--- src/rtl/svm7_pkg.sv ---
// Shared types and helpers for the seven-segment gate sequencer.
// Assumes the two-bit phase-state encoding 00=1+, 01=0+, 10=0-, 11=1-.
package svm7_pkg;

    localparam int NPH  = 3;   // phases
    localparam int NSEG = 7;   // segments per period
    localparam int NCOD = 4;   // distinct codes per period

    typedef enum logic [1:0] {
        PS_HI = 2'b00,   // 1+
        PS_ZH = 2'b01,   // 0+
        PS_ZL = 2'b10,   // 0-
        PS_LO = 2'b11    // 1-
    } pstate_t;

    // Gate nibble {S4,S3,S2,S1} for one phase state.
    function automatic logic [3:0] gate_of(pstate_t s);
        case (s)
            PS_HI:   gate_of = 4'b0011;
            PS_ZH:   gate_of = 4'b0101;
            PS_ZL:   gate_of = 4'b1010;
            default: gate_of = 4'b1100;
        endcase
    endfunction

    // True when a step hands conduction from one inner switch to the other.
    function automatic logic swap_hazard(logic [3:0] from_g, logic [3:0] to_g);
        swap_hazard = (from_g[1] & to_g[2] & ~to_g[1]) |
                      (from_g[2] & to_g[1] & ~to_g[2]);
    endfunction

    // Code slot used by each segment: A B C D C B A.
    function automatic logic [1:0] code_slot(logic [2:0] seg);
        case (seg)
            3'd0, 3'd6: code_slot = 2'd0;
            3'd1, 3'd5: code_slot = 2'd1;
            3'd2, 3'd4: code_slot = 2'd2;
            default:    code_slot = 2'd3;
        endcase
    endfunction

endpackage

--- src/rtl/svm7_seg_timer.sv ---
// Segment timer: holds the seven segment lengths of the current period,
// counts each down, skips empty segments and opens the input handshake
// only at a period boundary or while idle.
// Assumes dwell inputs are stable while in_valid is high.
module svm7_seg_timer
    import svm7_pkg::*;
#(
    parameter int TW = 8
) (
    input  logic          clk,
    input  logic          rst_n,
    input  logic          valid_i,
    input  logic [TW-1:0] dw_s_i,
    input  logic [TW-1:0] dw_m_i,
    input  logic [TW-1:0] dw_l_i,
    output logic          ready_o,
    output logic          accept_o,
    output logic          run_o,
    output logic [2:0]    seg_o,
    output logic          start_o
);

    localparam logic [2:0] NONE = 3'(NSEG);

    logic [NSEG-1:0][TW-1:0] len_q, len_new, len_src;
    logic [TW-1:0]           cnt_q;
    logic [2:0]              seg_q, nxt, first;
    logic                    running_q, start_q, boundary;

    // First segment at or after 'from' with a non-zero length, NONE if none.
    function automatic logic [2:0] first_nz(logic [NSEG-1:0][TW-1:0] l, int from);
        first_nz = NONE;
        for (int i = NSEG - 1; i >= 0; i--)
            if (i >= from && l[i] != '0) first_nz = 3'(i);
    endfunction

    // Split the offered dwells over the symmetric pattern.
    always_comb begin
        len_new[0] = dw_s_i >> 2;
        len_new[6] = dw_s_i >> 2;
        len_new[3] = dw_s_i - (dw_s_i >> 2) - (dw_s_i >> 2);
        len_new[1] = dw_m_i >> 1;
        len_new[5] = dw_m_i - (dw_m_i >> 1);
        len_new[2] = dw_l_i >> 1;
        len_new[4] = dw_l_i - (dw_l_i >> 1);
    end

    // Boundary detection and choice of the next period's source set.
    always_comb begin
        nxt      = first_nz(len_q, int'(seg_q) + 1);
        boundary = !running_q || (cnt_q == TW'(1) && nxt == NONE);
        accept_o = valid_i && boundary;
        len_src  = accept_o ? len_new : len_q;
        first    = first_nz(len_src, 0);
    end

    // Segment and counter state.
    always_ff @(posedge clk) begin
        if (!rst_n) begin
            len_q     <= '0;
            cnt_q     <= '0;
            seg_q     <= '0;
            running_q <= 1'b0;
            start_q   <= 1'b0;
        end else begin
            start_q <= 1'b0;
            if (accept_o) len_q <= len_new;
            if (boundary) begin
                if (first != NONE) begin
                    running_q <= 1'b1;
                    seg_q     <= first;
                    cnt_q     <= len_src[first];
                    start_q   <= 1'b1;
                end else begin
                    running_q <= 1'b0;
                    seg_q     <= '0;
                    cnt_q     <= '0;
                end
            end else if (cnt_q == TW'(1)) begin
                seg_q <= nxt;
                cnt_q <= len_q[nxt];
            end else begin
                cnt_q <= cnt_q - 1'b1;
            end
        end
    end

    assign ready_o = boundary;
    assign run_o   = running_q;
    assign seg_o   = seg_q;
    assign start_o = start_q;

    // an applied segment always has cycles left.
    p_live_len_r7: assert property (@(posedge clk) disable iff (!rst_n)
        running_q |-> cnt_q != '0);
    // within a period the segment index never goes back.
    p_seg_order_r5: assert property (@(posedge clk) disable iff (!rst_n)
        (running_q && !start_q && $past(running_q)) |-> seg_q >= $past(seg_q));
    // a period starts only after the handshake was open.
    p_start_after_ready_r8: assert property (@(posedge clk) disable iff (!rst_n)
        start_q |-> $past(ready_o));

endmodule

--- src/rtl/svm7_phase_drive.sv ---
// One phase leg driver: decodes the requested state to four gates and
// blocks any step that would swap the inner switches, driving all-off for
// one cycle and flagging a fault. Assumes one request per clock.
module svm7_phase_drive
    import svm7_pkg::*;
(
    input  logic       clk,
    input  logic       rst_n,
    input  pstate_t    req_i,
    output logic [3:0] gate_o,
    output logic       fault_o
);

    logic [3:0] prev_q, cand;

    // Decode the request and apply the inner-switch guard.
    always_comb begin
        cand    = gate_of(req_i);
        fault_o = swap_hazard(prev_q, cand);
        gate_o  = fault_o ? 4'b0000 : cand;
    end

    // Remember what is on the gates now.
    always_ff @(posedge clk) begin
        if (!rst_n) prev_q <= gate_of(PS_ZL);
        else        prev_q <= gate_o;
    end

    // inner switches never both on.
    p_inner_excl_r3: assert property (@(posedge clk) disable iff (!rst_n)
        !(gate_o[1] && gate_o[2]));
    // no direct handover between the inner switches across a cycle.
    p_no_swap_r4: assert property (@(posedge clk) disable iff (!rst_n)
        !($past(gate_o[1]) && gate_o[2]) && !($past(gate_o[2]) && gate_o[1]));
    // a fault cycle leaves the leg fully off.
    p_fault_off_r4: assert property (@(posedge clk) disable iff (!rst_n)
        fault_o |-> gate_o == 4'b0000);

endmodule

--- src/rtl/svm7_sequencer.sv ---
// Seven-segment gate sequencer: latches a period's codes at the handshake,
// selects the code for the running segment and drives three phase legs.
// Assumes dwells are in clock cycles and codes use the svm7_pkg encoding.
module svm7_sequencer
    import svm7_pkg::*;
#(
    parameter int TW = 8
) (
    input  logic            clk,
    input  logic            rst_n,
    input  logic            in_valid,
    output logic            in_ready,
    input  logic [TW-1:0]   dwell_small,
    input  logic [TW-1:0]   dwell_mid,
    input  logic [TW-1:0]   dwell_large,
    input  logic [5:0]      code_sp,
    input  logic [5:0]      code_mid,
    input  logic [5:0]      code_lg,
    input  logic [5:0]      code_sn,
    output logic [4*NPH-1:0] gate,
    output logic [2:0]      seg_idx,
    output logic            period_start,
    output logic [NPH-1:0]  fault
);

    localparam int CW = 2 * NPH;

    logic [NCOD-1:0][CW-1:0] code_q;
    logic [CW-1:0]           slot_code;
    logic                    accept, running;

    svm7_seg_timer #(.TW(TW)) u_timer (
        .clk      (clk),
        .rst_n    (rst_n),
        .valid_i  (in_valid),
        .dw_s_i   (dwell_small),
        .dw_m_i   (dwell_mid),
        .dw_l_i   (dwell_large),
        .ready_o  (in_ready),
        .accept_o (accept),
        .run_o    (running),
        .seg_o    (seg_idx),
        .start_o  (period_start)
    );

    // Hold the four codes of the running period.
    always_ff @(posedge clk) begin
        if (!rst_n)      code_q <= {NCOD{{NPH{PS_ZL}}}};
        else if (accept) code_q <= {code_sn, code_lg, code_mid, code_sp};
    end

    // Pick the code for the current segment.
    always_comb slot_code = code_q[code_slot(seg_idx)];

    for (genvar p = 0; p < NPH; p++) begin : g_ph
        pstate_t req;
        // Idle legs rest in 0-.
        always_comb req = running ? pstate_t'(slot_code[2*p +: 2]) : PS_ZL;

        svm7_phase_drive u_drv (
            .clk     (clk),
            .rst_n   (rst_n),
            .req_i   (req),
            .gate_o  (gate[4*p +: 4]),
            .fault_o (fault[p])
        );
    end

    // a second idle cycle always shows every leg in 0-.
    p_idle_rest_r10: assert property (@(posedge clk) disable iff (!rst_n)
        (!running && $past(!running)) |-> gate == {NPH{4'b1010}});

endmodule

--- config.mk ---
export PLATFORM = sky130hd
export DESIGN_NAME = svm7_sequencer
export DESIGN_NICKNAME = d
export VERILOG_FILES = /design/src/rtl/svm7_pkg.sv /design/src/rtl/svm7_seg_timer.sv /design/src/rtl/svm7_phase_drive.sv /design/src/rtl/svm7_sequencer.sv
export SDC_FILE = /design/constraint.sdc
export NUM_CORES = 1
export LEC_CHECK = 0
export BUFFER_PORTS_ARGS = -buffer_cell sky130_fd_sc_hd__buf_2
export CAP_MARGIN = 10
export CORE_MARGIN = 5
export CORE_UTILIZATION = 60
export DETAILED_ROUTE_END_ITERATION = 8
export PLACE_DENSITY = 0.81
export SLEW_MARGIN = 15
export SYNTH_ARGS = -nofsm -noshare
export SYNTH_HDL_FRONTEND = slang
export SYNTH_SLANG_ARGS = --single-unit
--- constraint.sdc ---
create_clock -name clk -period 4.5 [get_ports clk]
set_input_delay 0.9 -clock clk [delete_from_list [all_inputs] [get_ports clk]]
set_output_delay 0.9 -clock clk [all_outputs]
set_load 0.01 [all_outputs]
# Word level (Yosys, flattened, before mapping)
# Index checks and enable logic that the tools add are counted.
[totals] ff_bits=102 word_cells=141 inputBits=51 out_inout_bits=20
[op_classes] magnitude_cmp=10 n_eq_ne=14 reduce_logical=34 bitwise_logic=21 n_mux=38 addsub=6
[op_table] operator="$reduce_bool A8 Y1" n=14
[op_table] operator="$ge A4 B32 Y1 const A" n=3
[op_table] operator="$ge A3 B32 Y1 const A" n=2
[op_table] operator="$mux W56" n=1
[op_table] operator="$bmux W8 S3" n=2
[op_table] operator="$mux W8" n=5
[op_table] operator="$pmux W4 S3" n=3
[op_table] operator="$mux W3" n=11
[op_table] operator="$ge A1 B32 Y1 const A" n=1
[op_table] operator="$ge A2 B32 Y1 const A" n=1
[op_table] operator="$sub A8 B6 Y8" n=2
[op_table] operator="$sub A8 B7 Y8" n=2
[op_table] operator="$mux W2" n=7
[op_table] operator="$and A1 B1 Y1" n=12
[op_table] operator="$bmux W6 S2" n=1
[op_table] operator="$eq A3 B3 Y1 const B" n=4
[op_table] operator="$mux W4" n=3
[op_table] operator="$logic_and A1 B1 Y1" n=9
[op_table] operator="$eq A8 B1 Y1 const B" n=1
[op_table] operator="$lt A3 B4 Y1 const B" n=2
[op_table] operator="$sub A8 B1 Y8 const B" n=1
[op_table] operator="$eq A2 B1 Y1 const B" n=3
[op_table] operator="$eq A2 B2 Y1 const B" n=3
[op_table] operator="$logic_not A2 Y1" n=3
[op_table] operator="other kinds (16)" n=27

# Longest topological paths before layout
# Gate-level depths: netlist (run 1).
[logic_depth] ltp_word=27 ltp_mapped=16 mapped_depth_nobuf=14

# Hierarchy
# Synthesis (run 1) repeated with hierarchy kept, for this count alone.
[hier_totals] cells_unflattened=891 area_unflattened_um2=7088.0
[by_module_without_submodules] mod="svm7_seg_timer" area_each_um2=5634.2 seq_area_each_um2=1381.3 cells_each=750 n_inst=1
[by_module_without_submodules] mod="svm7_sequencer" area_each_um2=1168.6 seq_area_each_um2=480.5 cells_each=111 n_inst=1
[by_module_without_submodules] mod="svm7_phase_drive" area_each_um2=95.1 seq_area_each_um2=40.0 cells_each=10 n_inst=3

# Least setup slack after synthesis (run 1)
# OpenSTA, ideal clock, no wires.
[synth_timing] path_type="input to register" start="input port dwell_mid[0]" end="register u_timer.cnt_q[5]" arrival_ps=4124 setup_slack_ps=254 required_time_ps=4378 stages=14 setup_ps=122 n_path_buf=0 path_cell_list="inv_1 > ha_1 > inv_1 > fa_1 > a211oi_1 > nor2_1 > xnor2_1 > or4_1 > or4_1 > a21oi_1 > a21oi_1 > mux2i_1 > a211oi_1 > o311a_1"
[synth_between] elab_chain_cells=13 elab_cells_between_ends=14 classes_between="add/sub (1); eq/ne (1); mux (11); reduce/logical (1)"
[synth_lines] item="from (decl)" line_no="svm7_sequencer.sv:14" text="input logic [TW-1:0] dwell_mid,"
[synth_lines] item="$sub A8 B7 Y8 *" line_no="svm7_seg_timer.sv:43" text="len_new[5] = dw_m_i - (dw_m_i >> 1);"
[synth_lines] item="$mux W56 *"
[synth_lines] item="$reduce_bool A8 Y1" line_no="svm7_seg_timer.sv:34" text="if (i >= from && l[i] != '0) first_nz = 3'(i);"
[synth_lines] item="$mux W2 (2 in series)" line_no="svm7_seg_timer.sv:34"
[synth_lines] item="$mux W3 (4 in series)" line_no="svm7_seg_timer.sv:34"
[synth_lines] item="$bmux W8 S3" line_no="svm7_seg_timer.sv:72" text="cnt_q <= len_src[first];"
[synth_lines] item="$mux W8 (not written as such)" line_no="svm7_seg_timer.sv:72"
[synth_lines] item="$mux W8 *" line_no="svm7_seg_timer.sv:69" text="if (first != NONE) begin"
[synth_lines] item="$mux W8 *" line_no="svm7_seg_timer.sv:68" text="if (boundary) begin"
[synth_lines] item="to (signal assigned)" line_no="svm7_seg_timer.sv:72"
[synth_lines] item="to (signal assigned)" line_no="svm7_seg_timer.sv:81" text="cnt_q <= len_q[nxt];"
[synth_lines] item="to (signal assigned)" line_no="svm7_seg_timer.sv:83" text="cnt_q <= cnt_q - 1'b1;"
[synth_lines] item="to (decl)" line_no="svm7_seg_timer.sv:26" text="logic [TW-1:0] cnt_q;"
# Every way passes the cells marked *; elsewhere a longest branch is shown, timed or not. The select of a mux whose other input is x is not followed.
# A chain may end at the register's enable or synchronous reset.

# Worst setup path after layout (run 1)
[layout_timing] start="input port dwell_mid[0]" end="register u_timer.cnt_q[6]"
# Same word-level chain as after synthesis.

==> results.yml, run 1 <==
floorplan:
  die_w_um: 118
  die_area_um2: 13900
  die_y_um: 118
  ios: 71
  rows: 39
  core_area_um2: 11400
  start_util_pct: 61.4
place:
  routabilityCongestion: 1.03
  numPortBuffers: 70
  hpwl_mm: 17.9
  place_area_um2: 7790
  dp.cells: 1112
  place_ws_ns: -0.0705
drt:
  first_pass_iters: 7
  routed_wl_mm: 23.3
  detail_route.wl_per_cell_um: 20.7
  ant_nets: 0
  vias: 7411
  route.detailed.vias_per_inst: 6.57
  drt_iter0_drc: 934
  drc: 0
cts:
  htree_levels: 3
  cts_made_buffers: 9
  cts_tree: "done"
  cts_setup_buffers: 0
  ctsHoldBuffers: 0
  clk_pin_slew_ns: 0.06
  cts_resized: 0
  cts_root_buffer: "clkbuf_16"
  clock-sinks: 99
  clock_path_buffers: 2
  clock_latency_ns: 0.36
logic_synthesis:
  yosysMostFrequentCell: "nand2_1"
  synth.largest_area_cell: "dfxtp_1"
  netlist_area_um2: 7010
  synthTopCellsByCount: "nand2_1, dfxtp_1, a21oi_1, nor2_1, mux2i_1"
  synthCells: 886
  avgSynthCellArea_um2: 7.91
  syn-num-nets: 970
  netlist-cell-type-count: 82
  synth-seq-cells: 99
  synthArstFlopShare_pct: 0
  yosysWarnings: 0
  synth_edf_count: 0
  synth_ff_type: "dfxtp_1"
  yosysTopAreaCellShare_pct: 28.3
  synth-seq-area-share_pct: 28.3
  synthTopCellsByArea: "dfxtp_1, mux2i_1, nand2_1"
final_layout:
  stdcell_count: 1128
  design_area_um2: 8070
  drive_gt1_share_pct: 17.9
  area_delta_synth_final_pct: 15.1
  nets: 1064
  diodes: 0
worst_setup_path:
  critPathLaunch: "dwell_mid[0]"
  start_kind: "primary input"
  max_stage_delay_ns: 0.52
  critical_path.cell_chain: "buf_2 > inv_1 > ha_1 > inv_1 > fa_1 > a211oi_2 > nor2_1 > xnor2_1 > or4_1 > or4_1 > a21o_1 > buf_4 > o21ai_1 > buf_4 > mux2i_1 > o32ai_1 > a311oi_1"
  rr_worst_depth: 13
  path_class: "in -> reg"
  r2r_setup_slack_ns: 0.58
  endpoint_kind: "register"
  crit_fanout: 5
  arrival_ns: 4.46
  r2r_start: "u_timer.seg_o[1]$_SDFFE_PN0P_"
  r2r-end: "u_timer.cnt_q[5]$_SDFF_PN0_"
  cp.required_ns: 4.76
  cp_slowest_cell: "or4_1"
sta:
  max_freq_mhz: 238
  skew_ns: 0.00728
  period_minus_slack_ns: 4.20
  setup_ws_ns: 0.305
  final_hold_viol_count: 0
  timing_max_transition_violations_final: 0
  tightest_slew_ns: 1.03
  fin_hold_ws_ns: 0.416
  finalSetupViolations: 0
  rsz0062_at_grt: "no"
  period_share_pct: 93.2
  maxSlewHeadroom_pct: 31.1
power_and_ir_drop:
  leakagePower_nw: 3.39
  powerDensity_nw_per_um2: 361
  p_switching_mw: 1.09
  ir_worst_vdd_v: 0.000365
  p_comb_share_pct: 40.8
  p_seq_share_pct: 34.2
  p_int_mw: 1.82
  total_power_mw: 2.91
  sw_frac_of_total_pct: 37.6
  clock_power_share_pct: 25.0
status:
  outcome: "complete, no violations"
global_routing:
  grt_usage_pct: 32.4
  grt_pass1_vias: 6621
  overflow: 0
  grt_pass1_wl_mm: 36.4
  grt_max_degree: 56
  antenna_found_initial: 1
worst_hold_path:
  holdPathStages: 1
  min_from: "g_ph[0].u_drv.prev_q[1]$_SDFF_PN1_"
  min-delay-path-class: "reg -> reg"
  min_to: "g_ph[0].u_drv.prev_q[2]$_SDFF_PN0_"
run:
  max_cap_violations: 0
-- area by class of cell --
| class | instances | area [um^2] |
|---|---|---|
| clock inverters | 1 | 8.76 |
| repair buffers | 134 | 856 |
| flip-flops and latches | 99 | 1980 |
| clock buffers | 15 | 258 |
| inverters | 44 | 165 |
| multi-input cells | 692 | 4620 |
| fillers | 955 | 3350 |
| well taps | 143 | 179 |
-- sequential cells by signal, indices dropped and copies added (netlist names) --
signal,count
u_timer.len_q,56
g_ph.u_drv.prev_q,6
u_timer.seg_o,3
code_q,24
u_timer.cnt_q,8
u_timer.run_o,1
u_timer.start_o,1
-- worst max-delay path, delay by kind of cell --
kind                       cells  cell delay [ns]
and+or+nand+nor                3             1.13
AOI/OAI and AO/OA              5             0.96
adders and majority gates      2             0.55
buffers and inverters          5             0.50
muxes                          1             0.27
xor gates and xnor gates       1             0.14
-- power by group through the flow --
stage	logic (mW)	clock network, mW	registers, mW
floorplan	0.781	0	0.992
global placement	1.14	0	1.01
detailed placement	1.15	0	1.01
CTS	1.16	0.734	0.993
global route	1.28	0.771	1.00
finish	1.19	0.729	0.998
-- cells in the final DEF (no fill, tap or decap), types with 18 or more instances in the layout --
cell type,n
buf_4,62
o21ai_0,22
inv_1,42
a21oi_1,73
nand3_1,22
ha_1,31
dfxtp_1,99
nor2_1,73
mux2i_1,57
a211oi_1,31
nand2_1,122
buf_2,70
o211ai_1,20
nor4_1,18
-- how the worst max path moves through the flow --
stage / to / slack (ns) / cells after the start
floorplan: u_timer.cnt_q[5]$_SDFF_PN0_ / 0.25 / 14
global placement: u_timer.cnt_q[5]$_SDFF_PN0_ / 0.03 / 16
detailed placement: u_timer.cnt_q[7]$_SDFF_PN0_ / -0.07 / 16
CTS: u_timer.cnt_q[6]$_SDFF_PN0_ / 0.29 / 17
global route: u_timer.cnt_q[7]$_SDFF_PN0_ / 0.02 / 16
finish: u_timer.cnt_q[6]$_SDFF_PN0_ / 0.30 / 17
-- layer usage --
layer	global-route usage, %	routed length, um	vias up
li1	-	-	3434
met3	9.03	2710	59
met1	46.3	9850	3465
met4	8.82	634	2
met2	47.8	10100	451
met5	0	13	-
-- per-stage QoR --
step / util (%) / TNS [ns]
floorplan: - / 0
global placement: 68.3 / 0
detailed placement: 68.3 / -0.401
CTS: 70.6 / 0
global route: 70.6 / 0
finish: 70.6 / 0
-- logic make-up after synthesis --
kind of cell	synth area share, %
buf+inv	6.00
mux	10.1
xor+xnor	2.37
fa+ha+maj	6.10
simple gates	22.0
compound gates	25.1
flops	28.3
No activity file was read; power rests on OpenSTA's default activity.
==> run 2: changes to the inputs <==
Settings changed: CTS_BUF_LIST set to sky130_fd_sc_hd__clkbuf_16.
==> results.yml, run 2 (same netlist as run 1, synthesis figures left out) <==
status:
  outcome: "complete, no violations"
drt:
  drc: 0
  detail_route.wl_per_cell_um: 20.7
  routed_wl_mm: 23.3
  drt_iter0_drc: 978
  vias: 7378
  first_pass_iters: 5
  ant_nets: 0
  route.detailed.vias_per_inst: 6.54
global_routing:
  grt_max_degree: 56
  overflow: 0
  antenna_found_initial: 1
  grt_usage_pct: 32.4
  grt_pass1_vias: 6624
  grt_pass1_wl_mm: 36.4
place:
  dp.cells: 1112
  numPortBuffers: 70
  routabilityCongestion: 1.03
  hpwl_mm: 17.9
  place_ws_ns: -0.0705
sta:
  rsz0062_at_grt: "no"
  fin_tns_setup_ns: 0
  finalSetupViolations: 0
  max_freq_mhz: 240
  tightest_slew_ns: 1.03
  skew_ns: 0.00674
  period_share_pct: 92.8
  period_minus_slack_ns: 4.17
  final_hold_viol_count: 0
  timing_max_transition_violations_final: 0
  maxSlewHeadroom_pct: 31.3
  setup_ws_ns: 0.326
final_layout:
  top_regs: "u_timer.len_q: 56 flops, code_q: 24 flops, u_timer.cnt_q: 8 flops"
  stdcell_count: 1128
  area_delta_synth_final_pct: 14.9
  fillCellCount: 959
  nets: 1064
  diodes: 0
  multi_input_comb_area_um2: 4620
  mostFrequentLayoutCells: "nand2_1, dfxtp_1, nor2_1, a21oi_1, buf_2"
  final-seq-area_um2: 1980
  largest_reg_flops: 56
  final_common_cell: "nand2_1"
  regMostFlops: "u_timer.len_q"
  drive_gt1_share_pct: 17.8
worst_setup_path:
  cp_slowest_cell: "or4_1"
  cp.required_ns: 4.76
  cp_top_family: "simple AND/OR/NAND/NOR gates"
  critical_path.cell_chain: "buf_2 > inv_1 > ha_1 > inv_1 > fa_1 > a211oi_2 > nor2_1 > xnor2_1 > or4_1 > or4_1 > a21o_1 > buf_4 > o21ai_1 > buf_4 > mux2i_1 > o32ai_1 > a311oi_1"
  cp_num_buf_inv: 5
  start_kind: "primary input"
  path_class: "in -> reg"
  crit_fanout: 5
  crit_cells: 17
  endpoint_kind: "register"
  rr_worst_depth: 13
  max_stage_delay_ns: 0.52
  arrival_ns: 4.44
worst_hold_path:
  holdPathStages: 1
  min-delay-path-class: "reg -> reg"
power_and_ir_drop:
  ir_worst_vdd_v: 0.000368
  total_power_mw: 2.89
  powerDensity_nw_per_um2: 359
  leakagePower_nw: 3.41
cts:
  cts_setup_buffers: 0
  cts_made_buffers: 9
  htree_levels: 3
  cts_root_buffer: "clkbuf_16"
  ctsHoldBuffers: 0
  cts_tree: "done"
  clock_latency_ns: 0.36
  clock_path_buffers: 2
  cts_resized: 0
  clk_pin_slew_ns: 0.06
  clock-sinks: 99
floorplan:
  die_area_um2: 13900
  die_y_um: 118
  ios: 71
  start_util_pct: 61.4
  core_area_um2: 11400
  die_w_um: 118
  rows: 39
run:
  max_cap_violations: 0
## run 2: path summary, 6_finish.rpt
check | slack [ns] | to | from
worst min-delay path | 0.42 | g_ph[0].u_drv.prev_q[2]$_SDFF_PN0_ | g_ph[0].u_drv.prev_q[1]$_SDFF_PN1_
worst max register to register | 0.55 | u_timer.cnt_q[5]$_SDFF_PN0_ | u_timer.seg_o[1]$_SDFFE_PN0P_
worst max-delay path | 0.33 | u_timer.cnt_q[6]$_SDFF_PN0_ | dwell_mid[0]
worst min register to register | 0.42 | g_ph[0].u_drv.prev_q[2]$_SDFF_PN0_ | g_ph[0].u_drv.prev_q[1]$_SDFF_PN1_
## run 2: per-stage QoR
stage                     utilization [%]  hold slack, ns  area (um^2)
final                                70.6           0.416         8060
after global routing                 70.6           0.445         8060
after CTS                            70.5           0.418         8050
after detailed placement             68.3           0.408         7790
after global placement               68.3           0.403         7790
after floorplan                         -           0.400         7010
## run 2: report_power, final
part           leakage [nW]  switching [mW]  internal, mW
clock                 0.143           0.338         0.364
combinational          2.45           0.698         0.491
sequential            0.812          0.0619         0.936
total                  3.41            1.10          1.79
## run 2: per-layer routing
layer,up-vias,global-route usage [%],share of wire (%)
met2,424,47.9,43
met4,2,8.82,2.9
met5,-,0,0.056
met3,61,9.03,11
met1,3462,46.1,43
li1,3429,-,-
## run 2: worst register-to-register path, stage by stage, from the launching register on
cell and delay (ns):
dfxtp_1 0.43, inv_1 0.10, ha_1 0.23, nor2b_1 0.27
a21oi_1 0.16, o41ai_4 0.41, and4b_4 0.33, o211ai_2 0.22
a21oi_4 0.36, buf_12 0.30, mux2i_1 0.42, mux2_2 0.24
o32ai_1 0.07, o311a_1 0.31
## run 2: cell type report
| cell class | count | share of cell area [%] |
|---|---|---|
| well taps | 143 | 2.22 |
| flip-flops and latches | 99 | 24.6 |
| multi-input cells | 692 | 57.3 |
| clock inverters | 7 | 0.388 |
| repair buffers | 134 | 10.6 |
| clock buffers | 9 | 2.80 |
| inverters | 44 | 2.05 |
==> run 3: changes to the inputs <==
Settings changed: SYNTH_HIERARCHICAL set to 1.
==> results.yml, run 3 <==
status:
  outcome: "complete, no violations"
global_routing:
  overflow: 0
  grt_pass1_wl_mm: 39.3
  antenna_found_initial: 1
  grt_usage_pct: 35.3
  grt_max_degree: 72
  grt_pass1_vias: 7009
logic_synthesis:
  synth_edf_count: 0
  synth-seq-area-share_pct: 28.0
  synth-seq-cells: 99
  yosysTopAreaCellShare_pct: 28.0
  synthArstFlopShare_pct: 0
  avgSynthCellArea_um2: 7.96
  synthTopCellsByArea: "dfxtp_1, mux2i_1, nand2_1"
  yosysMostFrequentCell: "nand2_1"
  synthCells: 891
  synth_ff_type: "dfxtp_1"
  syn-num-nets: 972
  synth.largest_area_cell: "dfxtp_1"
  synthTopCellsByCount: "nand2_1, dfxtp_1, a21oi_1"
  netlist_area_um2: 7090
  yosysWarnings: 6
  netlist-cell-type-count: 83
worst_setup_path:
  cp_slowest_cell: "nor4_1"
  path_class: "reg -> reg"
  cp_num_buf_inv: 4
  critical_path.cell_chain: "nor4_1 > nand2_1 > buf_4 > o21ai_1 > a211o_2 > o21a_4 > inv_4 > buf_12 > nand2_1 > a21boi_0 > o211ai_1 > a2111oi_0 > buf_4 > nor3_1"
  endpoint_kind: "register"
  critPathLaunch: "u_timer/len_q[24]$_SDFF_PN0_"
  cp_top_family: "compound AO/OA/AOI/OAI gates"
  r2r_start: "u_timer/len_q[24]$_SDFF_PN0_"
  crit_fanout: 71
  arrival_ns: 4.44
  max_stage_delay_ns: 0.61
  start_kind: "register"
  cp.required_ns: 4.74
sta:
  timing_max_transition_violations_final: 0
  final_hold_viol_count: 0
  period_minus_slack_ns: 4.20
  fin_tns_setup_ns: 0
  maxSlewHeadroom_pct: 32.3
  period_share_pct: 93.3
  tightest_slew_ns: 1.01
  skew_ns: 0.00691
  max_freq_mhz: 238
  finalSetupViolations: 0
  rsz0062_at_grt: "no"
drt:
  met3WireLength_mm: 2.73
  top_layer: "met5"
  routed_wl_mm: 25.2
  ant_nets: 0
  first_pass_iters: 7
  detail_route.wl_per_cell_um: 22.3
  route.detailed.vias_per_inst: 6.63
  wl_met2_mm: 11.0
  wirelength_met1_mm: 10.3
  drt_iter0_drc: 963
  drc: 0
  vias: 7501
floorplan:
  rows: 39
  ios: 71
  die_area_um2: 14100
  die_y_um: 119
  start_util_pct: 61.5
  core_area_um2: 11500
  die_w_um: 119
cts:
  clock-sinks: 99
  ctsHoldBuffers: 0
  cts_setup_buffers: 0
  cts_made_buffers: 9
  clock_path_buffers: 2
  clock_latency_ns: 0.36
  cts_resized: 0
  clk_pin_slew_ns: 0.07
  cts_root_buffer: "clkbuf_16"
  cts_tree: "done"
  htree_levels: 3
final_layout:
  area_delta_synth_final_pct: 15.4
  mostFrequentLayoutCells: "nand2_1, dfxtp_1, a21oi_1"
  top_regs: "u_timer/len_q: 56 flops, code_q: 24 flops, u_timer/cnt_q: 8 flops"
  fin_util_pct: 71.1
  final_common_cell: "nand2_1"
  regMostFlops: "u_timer/len_q"
  diodes: 0
  fillCellCount: 976
  nets: 1064
  largest_reg_flops: 56
  drive_gt1_share_pct: 20.2
place:
  numPortBuffers: 70
  routabilityCongestion: 1.07
  hpwl_mm: 19.4
power_and_ir_drop:
  clock_power_share_pct: 28.9
  leakagePower_nw: 3.47
  ir_worst_vdd_v: 0.000244
  sw_frac_of_total_pct: 37.8
  p_switching_mw: 1.13
  p_comb_share_pct: 37.8
  p_seq_share_pct: 33.4
  powerDensity_nw_per_um2: 366
  p_int_mw: 1.87
run:
  max_cap_violations: 0
worst_hold_path:
  min_from: "g_ph[2].u_drv/prev_q[2]$_SDFF_PN0_"
  min-delay-path-class: "reg -> reg"
run 3: cell types whose count changed after synthesis, moves of 6 or more:
cell	delta
nand2_1	-9
nand2b_1	-6
o21ai_0	+19
mux2i_1	+9
mux2_4	+6
nor2_2	+6
a211oi_1	-11
run 3: final timing paths:
| check | end | slack [ns] | cells past startpoint |
|---|---|---|---|
| worst max-delay path | u_timer/cnt_q[3]$_SDFF_PN0_ | 0.30 | 14 |
| worst min-delay path | g_ph[2].u_drv/prev_q[1]$_SDFF_PN1_ | 0.48 | 1 |
| worst max register to register | u_timer/cnt_q[3]$_SDFF_PN0_ | 0.30 | 14 |
| worst min register to register | g_ph[2].u_drv/prev_q[1]$_SDFF_PN1_ | 0.48 | 1 |
run 3: metrics by stage:
step | power (mW) | std cells | hold slack (ns) | instance area, um^2 | worst slack [ns]
floorplan | 1.72 | 891 | 0.435 | 7090 | 0.428
global placement | 2.08 | 1115 | 0.454 | 7860 | 0.0920
detailed placement | 2.10 | 1115 | 0.461 | 7860 | 0.00867
CTS | 2.96 | 1131 | 0.469 | 8180 | 0.374
global route | 3.11 | 1131 | 0.507 | 8180 | 0.0849
finish | 3.00 | 1131 | 0.475 | 8180 | 0.303
run 3: cell families (layout without fill, tap and decap cells):
group / after synthesis / in the layout / share of synthesized area (%)
simple gates: 334 / 334 / 23.6
compound gates: 235 / 235 / 22.2
flops: 99 / 99 / 28.0
buf+inv: 88 / 185 / 5.37
mux: 84 / 84 / 12.6
fa+ha+maj: 30 / 30 / 5.51
xor+xnor: 21 / 21 / 2.86
run 3: area by class of cell:
cell class                      count  area (um^2)  share of cell area, %
Sequential cell                    99         1980                   24.2
Clock buffer                        9          225                   2.75
Inverter                           41          156                   1.91
Tap cell                          143          179                   2.19
Multi-Input combinational cell    704         4730                   57.8
Timing Repair Buffer              128          811                   9.91
Clock inverter                      7         98.8                   1.21
run 3: layer usage:
layer | global-route usage, % | vias up
met3 | 8.50 | 109
met4 | 15.1 | 2
met2 | 54.2 | 466
met1 | 47.3 | 3507
li1 | - | 3417
met5 | 0 | -
run 3: power by group through the flow:
stage | Sequential (mW) | Combinational, mW | Clock (mW)
after floorplan | 0.994 | 0.728 | 0
after global placement | 1.01 | 1.07 | 0
after detailed placement | 1.02 | 1.08 | 0
after CTS | 0.996 | 1.09 | 0.868
after global routing | 1.00 | 1.20 | 0.903
final | 1.00 | 1.13 | 0.865
